`src/rtl/fcr_pkg.sv`:
```
package fcr_pkg;
  localparam int ADDR_W   = 3;
  localparam int DATA_W   = 32;
  localparam int NUM_REGS = 5;
  localparam int OFF_CTRL  = 0;
  localparam int OFF_FLUSH = 1;
  localparam int OFF_STAT  = 2;
  localparam int OFF_HITS  = 3;
  localparam int OFF_ACCS  = 4;
  localparam int NUM_CTRS  = 2;
  localparam int CTR_HITS  = 0;
  localparam int CTR_ACCS  = 1;
endpackage

```
`src/rtl/fcr_ctrl.sv`:
```
module fcr_ctrl (
  input  logic       clk,
  input  logic       rst_n,
  input  logic       wr_en,
  input  logic [3:0] wdata,
  output logic       en,
  output logic       bad_wr,
  output logic       pd
);
  always_ff @(posedge clk or negedge rst_n) begin
    if (!rst_n) begin
      en     <= 1'b1;
      bad_wr <= 1'b1;
      pd     <= 1'b0;
    end else if (wr_en) begin
      en     <= wdata[0] & ~wdata[3];
      bad_wr <= wdata[1];
      pd     <= wdata[3];
    end
  end

  // enable never coexists with power-down
  p_pd_blocks_en_r2: assert property (@(posedge clk) disable iff (!rst_n)
    pd |-> !en);
endmodule

```
`src/rtl/fcr_flush.sv`:
```
module fcr_flush (
  input  logic clk,
  input  logic rst_n,
  input  logic start,
  input  logic done,
  output logic busy
);
  always_ff @(posedge clk or negedge rst_n) begin
    if (!rst_n) busy <= 1'b1;
    else        busy <= (busy & ~done) | start;
  end

  // request held until completion is reported
  p_busy_until_done_r3: assert property (@(posedge clk) disable iff (!rst_n)
    (busy && !done) |=> busy);
  // completion without a new start ends the request
  p_done_ends_r3: assert property (@(posedge clk) disable iff (!rst_n)
    (busy && done && !start) |=> !busy);
endmodule

```
`src/rtl/fcr_sat_ctr.sv`:
```
module fcr_sat_ctr #(
  parameter int W = 32
) (
  input  logic         clk,
  input  logic         rst_n,
  input  logic         inc,
  input  logic         clr,
  output logic [W-1:0] cnt
);
  localparam logic [W-1:0] TOP = '1;

  always_ff @(posedge clk or negedge rst_n) begin
    if (!rst_n)                    cnt <= '0;
    else if (clr)                  cnt <= '0;
    else if (inc && cnt != TOP)    cnt <= cnt + 1'b1;
  end

  // a saturated counter stays saturated until cleared
  p_sat_hold_r7: assert property (@(posedge clk) disable iff (!rst_n)
    (cnt == TOP && !clr) |=> cnt == TOP);
  // a clear always wins
  p_clr_wins_r8: assert property (@(posedge clk) disable iff (!rst_n)
    clr |=> cnt == '0);
endmodule

```
`src/rtl/fcache_regs.sv`:
```
module fcache_regs #(
  parameter int CNT_W = 32
) (
  input  logic                      clk,
  input  logic                      rst_n,
  input  logic                      bus_req,
  input  logic                      bus_we,
  input  logic [fcr_pkg::ADDR_W-1:0] bus_addr,
  input  logic [fcr_pkg::DATA_W-1:0] bus_wdata,
  output logic [fcr_pkg::DATA_W-1:0] bus_rdata,
  output logic                      bus_wait,
  output logic                      bus_err,
  input  logic                      hit_pulse,
  input  logic                      access_pulse,
  input  logic                      flush_done,
  input  logic                      fifo_full,
  input  logic                      fifo_empty,
  output logic                      cache_en,
  output logic                      power_down,
  output logic                      bad_write_err,
  output logic                      flush_req
);
  import fcr_pkg::*;

  logic             mapped, fire, wr_fire;
  logic             flush_busy;
  logic [NUM_CTRS-1:0] ctr_inc, ctr_clr;
  logic [CNT_W-1:0] ctr_val [NUM_CTRS];
  logic             unused_wdata;

  function automatic logic at(input logic [ADDR_W-1:0] a, input int off);
    return a == ADDR_W'(off);
  endfunction

  assign mapped   = int'(bus_addr) < NUM_REGS;
  assign bus_wait = bus_req & ~bus_we & at(bus_addr, OFF_FLUSH) & flush_busy;
  assign bus_err  = bus_req & ~mapped;
  assign fire     = bus_req & ~bus_wait;
  assign wr_fire  = fire & bus_we & mapped;
  assign unused_wdata = ^bus_wdata[DATA_W-1:4] ^ bus_wdata[2];

  fcr_ctrl u_ctrl (
    .clk   (clk),
    .rst_n (rst_n),
    .wr_en (wr_fire & at(bus_addr, OFF_CTRL)),
    .wdata (bus_wdata[3:0]),
    .en    (cache_en),
    .bad_wr(bad_write_err),
    .pd    (power_down)
  );

  fcr_flush u_flush (
    .clk   (clk),
    .rst_n (rst_n),
    .start (wr_fire & at(bus_addr, OFF_FLUSH) & bus_wdata[0]),
    .done  (flush_done),
    .busy  (flush_busy)
  );
  assign flush_req = flush_busy;

  assign ctr_inc[CTR_HITS] = hit_pulse;
  assign ctr_inc[CTR_ACCS] = access_pulse;
  assign ctr_clr[CTR_HITS] = wr_fire & at(bus_addr, OFF_HITS);
  assign ctr_clr[CTR_ACCS] = wr_fire & at(bus_addr, OFF_ACCS);

  for (genvar g = 0; g < NUM_CTRS; g++) begin : g_ctr
    fcr_sat_ctr #(.W(CNT_W)) u_ctr (
      .clk   (clk),
      .rst_n (rst_n),
      .inc   (ctr_inc[g]),
      .clr   (ctr_clr[g]),
      .cnt   (ctr_val[g])
    );
  end

  always_comb begin
    bus_rdata = '0;
    if (bus_req && !bus_we) begin
      case (int'(bus_addr))
        OFF_CTRL: bus_rdata = DATA_W'({power_down, 1'b0, bad_write_err, cache_en});
        OFF_STAT: bus_rdata = DATA_W'({fifo_full, fifo_empty, ~flush_busy});
        OFF_HITS: bus_rdata = DATA_W'(ctr_val[CTR_HITS]);
        OFF_ACCS: bus_rdata = DATA_W'(ctr_val[CTR_ACCS]);
        default:  bus_rdata = '0;
      endcase
    end
  end

  // the bus only stalls while a flush is outstanding
  p_wait_needs_flush_r4: assert property (@(posedge clk) disable iff (!rst_n)
    bus_wait |-> flush_req);
  // an error response never stalls and never writes
  p_err_no_side_effect_r10: assert property (@(posedge clk) disable iff (!rst_n)
    (bus_err && bus_we) |=> $stable({cache_en, power_down, bad_write_err}));
endmodule

```
`config.mk`:
```
export PLATFORM = sky130hd
export DESIGN_NAME = fcache_regs
export DESIGN_NICKNAME = d
export VERILOG_FILES = /design/src/rtl/fcr_pkg.sv /design/src/rtl/fcr_ctrl.sv /design/src/rtl/fcr_flush.sv /design/src/rtl/fcr_sat_ctr.sv /design/src/rtl/fcache_regs.sv
export SDC_FILE = /design/constraint.sdc
export NUM_CORES = 1
export LEC_CHECK = 0
export ABC_AREA = 1
export CORE_MARGIN = 8
export CORE_UTILIZATION = 45
export CTS_BUF_LIST = sky130_fd_sc_hd__clkbuf_8
export DETAILED_ROUTE_END_ITERATION = 7
export DONT_BUFFER_PORTS = 1
export GPL_ROUTABILITY_DRIVEN = 0
export GPL_TIMING_DRIVEN = 0
export SYNTH_ARGS = -nofsm -noshare
export SYNTH_HDL_FRONTEND = slang
export SYNTH_SLANG_ARGS = --single-unit
```
`constraint.sdc`:
```
create_clock -name clk -period 1.95 [get_ports clk]
set_clock_uncertainty 0.1 [all_clocks]
set_input_delay 0.39 -clock clk [delete_from_list [all_inputs] [get_ports clk]]
set_output_delay 0.39 -clock clk [all_outputs]
set_load 0.05 [all_outputs]
```
* After elaboration in Yosys (flattened, before gate mapping)
Index checks and enable logic that the tools add are counted.
Storage, ports and cells: logic and storage cells 49, output and inout port bits 38, input bits 44, register bits 68
Operators by class: bitwise gates (word level) 21, reduce and logical (&&, ||, !) cells 7, order comparisons 1, equal/unequal tests 6, $add $sub $neg 2, mux-type cells 6
Operator list (number):
- $mux W32 | 5
- $pmux W32 S4 | 1
- $add A32 B1 Y32 const B | 2
- $ne A32 B32 Y1 const B | 2
- $and A1 B1 Y1 | 14
- $eq A3 B2 Y1 const B | 2
- $not A1 Y1 | 6
- $reduce_bool A2 Y1 | 2
- $eq A3 B1 Y1 const B | 1
- $eq A3 B3 Y1 const B | 1
- $logic_and A1 B1 Y1 | 3
- $logic_not A3 Y1 | 1
- $lt A3 B3 Y1 const B | 1
- $logic_not A1 Y1 | 1
- $or A1 B1 Y1 | 1

* Depth between registers and ports, before layout
depth in word-level cells 11, mapped depth 11, depth with buffers taken out 10

* Hierarchy
From an unflattened synthesis, not the netlist that was laid out.
Unflattened totals: cell total of the unflattened synthesis 862, area, all modules 5417.7 µm²
Modules (own cells, without submodules):
- fcr_sat_ctr | sequential area each 800.8 µm², area each 2243.4 µm², cells an instance 345, instances 2
- fcache_regs | sequential area each 0.0 µm², area each 769.5 µm², cells an instance 153, instances 1
- fcr_ctrl | sequential area each 77.6 µm², area each 120.1 µm², cells an instance 14, instances 1
- fcr_flush | sequential area each 26.3 µm², area each 41.3 µm², cells an instance 5, instances 1

* Least setup slack after synthesis
OpenSTA, ideal clock, no wires.
kind input-to-output, start input bus_addr[1] (netlist name), end output bus_rdata[11] (netlist name), data required time 1.460 ns, stages on the path 6, path buffers 1, slack -0.469 ns, arrival time 1.929 ns, cell sequence nor2_1 > nand2_1 > inv_1 > clkbuf_1 > nand2_1 > a21oi_1
On the way: longest elaborated chain between the ends 3, elaborated cells on any way between the ends 6, classes of those cells eq/ne: 3; mux: 2; reduce/logical: 1
RTL lines:
- from (decl) | line fcache_regs.sv:8 | input logic [fcr_pkg::ADDR_W-1:0] bus_addr,
- $eq A3 B3 Y1, or another cell as far along | line fcache_regs.sv:79 | case (int'(bus_addr))
- $pmux W32 S4 (*) | line fcache_regs.sv:79
- $mux W32 (*) | line fcache_regs.sv:78 | if (bus_req && !bus_we) begin
- to (decl) | line fcache_regs.sv:10 | output logic [fcr_pkg::DATA_W-1:0] bus_rdata,
Mark *: on every way between the ends. The rest lies on a longest branch, timed or not.

* Worst setup path after layout
start register u_ctrl.en, end output bus_rdata[0] (netlist name)
On the way: longest elaborated chain between the ends 2
RTL lines:
- from (decl) | line fcr_ctrl.sv:6 | output logic en,
- from (signal assigned) | line fcr_ctrl.sv:16 | en <= wdata[0] & ~wdata[3];
- $pmux W32 S4 | line fcache_regs.sv:79
- $mux W32 | line fcache_regs.sv:78
Every way passes these cells.

==> summary.txt <==
Run status
  – Status: complete, but fails checks
  – Failing checks: negative hold slack, negative setup slack

Yosys
  – Seq cells post-synth: 68
  – Post-synthesis cell count: 804
  – Unique cell type count in the Yosys netlist: 36
  – Mapped Avg Cell Area: 6.41 µm²
  – Synthesis Warnings: 0
  – Sequential element share of the synthesized area: 33.1%
  – Cell Area, Synth: 5150 µm²
  – Syn nets: 850

Global route
  – Vias in the first global route: 5025
  – Largest net degree at the start of global routing: 69
  – Final global-route overflow total: 0
  – Antenna violations before repair: 0
  – First-pass GRT wire length: 26100 µm
  – Total GRT Usage: 22.4%

Critical path
  – Critical path class: reg2out
  – Reg-to-reg endpoint: g_ctr[1].u_ctr.cnt[20]$_DFFE_PN0P_
  – WP data arrival: 1.67 ns
  – Worst path cell trace: inv_2 -> o22ai_2 -> nor2_2 -> nor2_4
  – Max incr delay on CP: 0.71 ns
  – CP max FO: 2
  – Worst path slowest cell: dfstp_2
  – CP endpoint kind: output pin
  – Number of cells on the worst reg-to-reg path: 11
  – Crit path required time: 1.46 ns
  – CP Launch Type: flip-flop
  – R2R setup slack: 0.11 ns
  – Critical Path Source: u_ctrl.en$_DFFE_PN1P_
  – CP endpoint: bus_rdata[0]
  – Top Family by Delay on Critical Path: flip-flops
  – WP depth: 4
  – Worst reg2reg path startpoint: g_ctr[1].u_ctr.cnt[0]$_DFFE_PN0P_
  – Worst path bufs/invs: 1

CTS
  – Clock sinks: 68
  – Cts bufs inserted: 9
  – TritonCTS clock tree: yes
  – Root Buffer: clkbuf_8
  – Clock-pin slew on the worst setup and hold paths: 0.08 ns
  – Hold_buf cts: 1
  – Clock Path Buffers: 2
  – CTS H-Tree Depth: 3
  – Clock Latency Late Sink: 0.36 ns

Layout
  – Most common cell after layout, fill and taps aside: nand2_1
  – Area Overhead vs Synth: 20.0%
  – Final Non-Filler Cells: 977
  – Final nets: 875
  – Utilization after layout: 54.8%
  – Layout cell share with drive strength beyond 1: 18.3%
  – # diodes: 0
  – Commonest cells after routing, fill and taps aside: 277 x nand2_1, 103 x nand3_1, 97 x nor2_1

Floorplanning
  – Core area: 11300 µm²
  – Num rows: 39
  – # IOs: 82
  – Height of the chip: 123 µm
  – Initial core utilization: 45.7%
  – Die area: 15100 µm²
  – Die Width: 123 µm

Route
  – Routed len/inst: 16.6 µm
  – DR vias: 5216
  – Via density: 5.34
  – DR iter-0 viols: 374
  – First-pass detailed-route iteration total: 5
  – ANT nets after route: 0
  – Post-detailed-route DRC marker count: 0
  – Routed WL: 16200 µm

Placed design
  – Placed Cells: 948
  – IO buf count: 0
  – DPL Wire Length: 12500 µm

STA
  – Tmin final: 2.16 ns
  – Final Max Slew Viols: 0
  – Least-Margin Pin Slew: 0.546 ns
  – Worst Setup Slack, final: -0.207 ns
  – Final Hold Vio Count: 68
  – # setup viols final: 4
  – Period Utilization, post-route: 111%
  – Final hold slack: -0.386 ns
  – Max transition margin: 63.5%
  – RSZ-0062 raised after global routing: yes
  – Max Freq: 464 MHz

Job
  – Maxcap violations: 0

Hold path
  – Worst Hold Class: in2async

Power
  – Worst VDD drop: 0.439 mV
  – Power density over cell area: 583 nW/µm²
  – Leakage: 2.47 nW
-- state kept, by name (all words and copies together), names as in the netlist --
signal / cells
g_ctr.u_ctr.cnt: 64
u_ctrl.bad_wr: 1
u_ctrl.en: 1
u_ctrl.pd: 1
u_flush.busy: 1
-- layer usage --
metal / GRT usage [%] / wire (µm) / part of all wire [%] / vias to the layer above
li1: - / - / - / 2632
met5: 0 / 0 / 0 / -
met1: 26.4 / 6820 / 42 / 2434
met4: 12.3 / 666 / 4.1 / 0
met3: 3.24 / 584 / 3.6 / 37
met2: 38.5 / 8170 / 50 / 113
-- cells in the mapped netlist --
master,number,area (µm²)
inv_1,62,233
nor2_8,1,20.0
a21oi_1,38,190
nand4_1,5,31.3
nand3_2,3,30.0
nor2_2,5,31.3
a21boi_0,1,7.51
buf_2,4,20.0
nand2_8,1,20.0
nor2_1,104,390
clkbuf_1,10,37.5
nand2_2,5,31.3
inv_2,6,22.5
ha_1,2,25.0
o22ai_1,4,25.0
o21ai_1,17,85.1
o21ai_2,8,70.1
o21ai_0,18,90.1
dfrtp_1,65,1630
o21bai_1,7,52.6
buf_4,2,15.0
buf_8,3,45.0
nand3_1,105,526
or2_2,1,6.26
dfstp_2,3,78.8
nand2_4,4,45.0
nor2_4,3,33.8
buf_1,3,11.3
xor2_1,13,114
nor3_1,3,15.0
nand2_1,278,1040
nand3b_1,3,22.5
buf_6,3,33.8
a41oi_1,1,8.76
xnor2_1,12,105
a221oi_1,1,8.76
-- cells by family (layout without fill, tap and decap cells) --
logic type | Yosys count | count (layout) | synth area share [%]
compound gates | 95 | 95 | 10.4
fa+ha+maj | 2 | 2 | 0.486
simple gates | 521 | 521 | 43.6
flops | 68 | 68 | 33.1
buf+inv | 93 | 123 | 8.11
xor+xnor | 25 | 25 | 4.25
-- stage by stage --
| stage | worst slack, ns | setup TNS, ns | area, µm² | power (mW) |
|---|---|---|---|---|
| floorplan | -0.0987 | -1.05 | 5520 | 2.15 |
| global placement | -0.321 | -8.81 | 5700 | 2.29 |
| detailed placement | -0.357 | -11.77 | 5700 | 2.31 |
| CTS | -0.237 | -0.556 | 6050 | 3.56 |
| global route | -0.237 | -2.61 | 6180 | 3.76 |
| finish | -0.207 | -0.476 | 6180 | 3.60 |
-- how the worst min path moves through the flow --
stage          slack [ns]  startpoint                           endpoint
2_1_floorplan      -0.006       rst_n  g_ctr[0].u_ctr.cnt[0]$_DFFE_PN0P_
3_3_place_gp       -0.003       rst_n  g_ctr[0].u_ctr.cnt[3]$_DFFE_PN0P_
3_5_place_dp       -0.003       rst_n  g_ctr[0].u_ctr.cnt[2]$_DFFE_PN0P_
4_1_cts             -0.40       rst_n  g_ctr[1].u_ctr.cnt[0]$_DFFE_PN0P_
5_1_grt             -0.40       rst_n  g_ctr[0].u_ctr.cnt[9]$_DFFE_PN0P_
6_report            -0.39       rst_n  g_ctr[0].u_ctr.cnt[9]$_DFFE_PN0P_
-- final cells by class --
type,count,area [µm²]
fill,1115,5090
inverter,68,258
clock inverter,2,7.51
timing repair buffer,14,108
multi-input combinational,643,3480
tap,143,179
sequential,68,1730
clock buffer,14,193
buffer,25,219
-- power by group --
part	total (mW)	switching, mW	internal, mW
Clock	1.20	0.573	0.629
Sequential	1.74	0.205	1.54
Combinational	0.658	0.395	0.263
-- timing repair --
item	CTS	global route
pin swaps	29	12
endpoints found under the setup margin	81	81
gates cloned	0	0
resized for setup	34	31
endpoints found under the hold margin	69	68
buffers inserted	6	6
-- worst reg2reg max path: stages, from the launching register on --
cell and delay, ns:
dfrtp_1 0.38, ha_1 0.18, nand2_1 0.11, nor2_4 0.14, nand2_4 0.10, nor2_8 0.13
nand2_4 0.09, nand2_4 0.08, buf_8 0.13, buf_8 0.14, nand3_1 0.08, nand2_1 0.09
(Power assumes the default switching activity.)
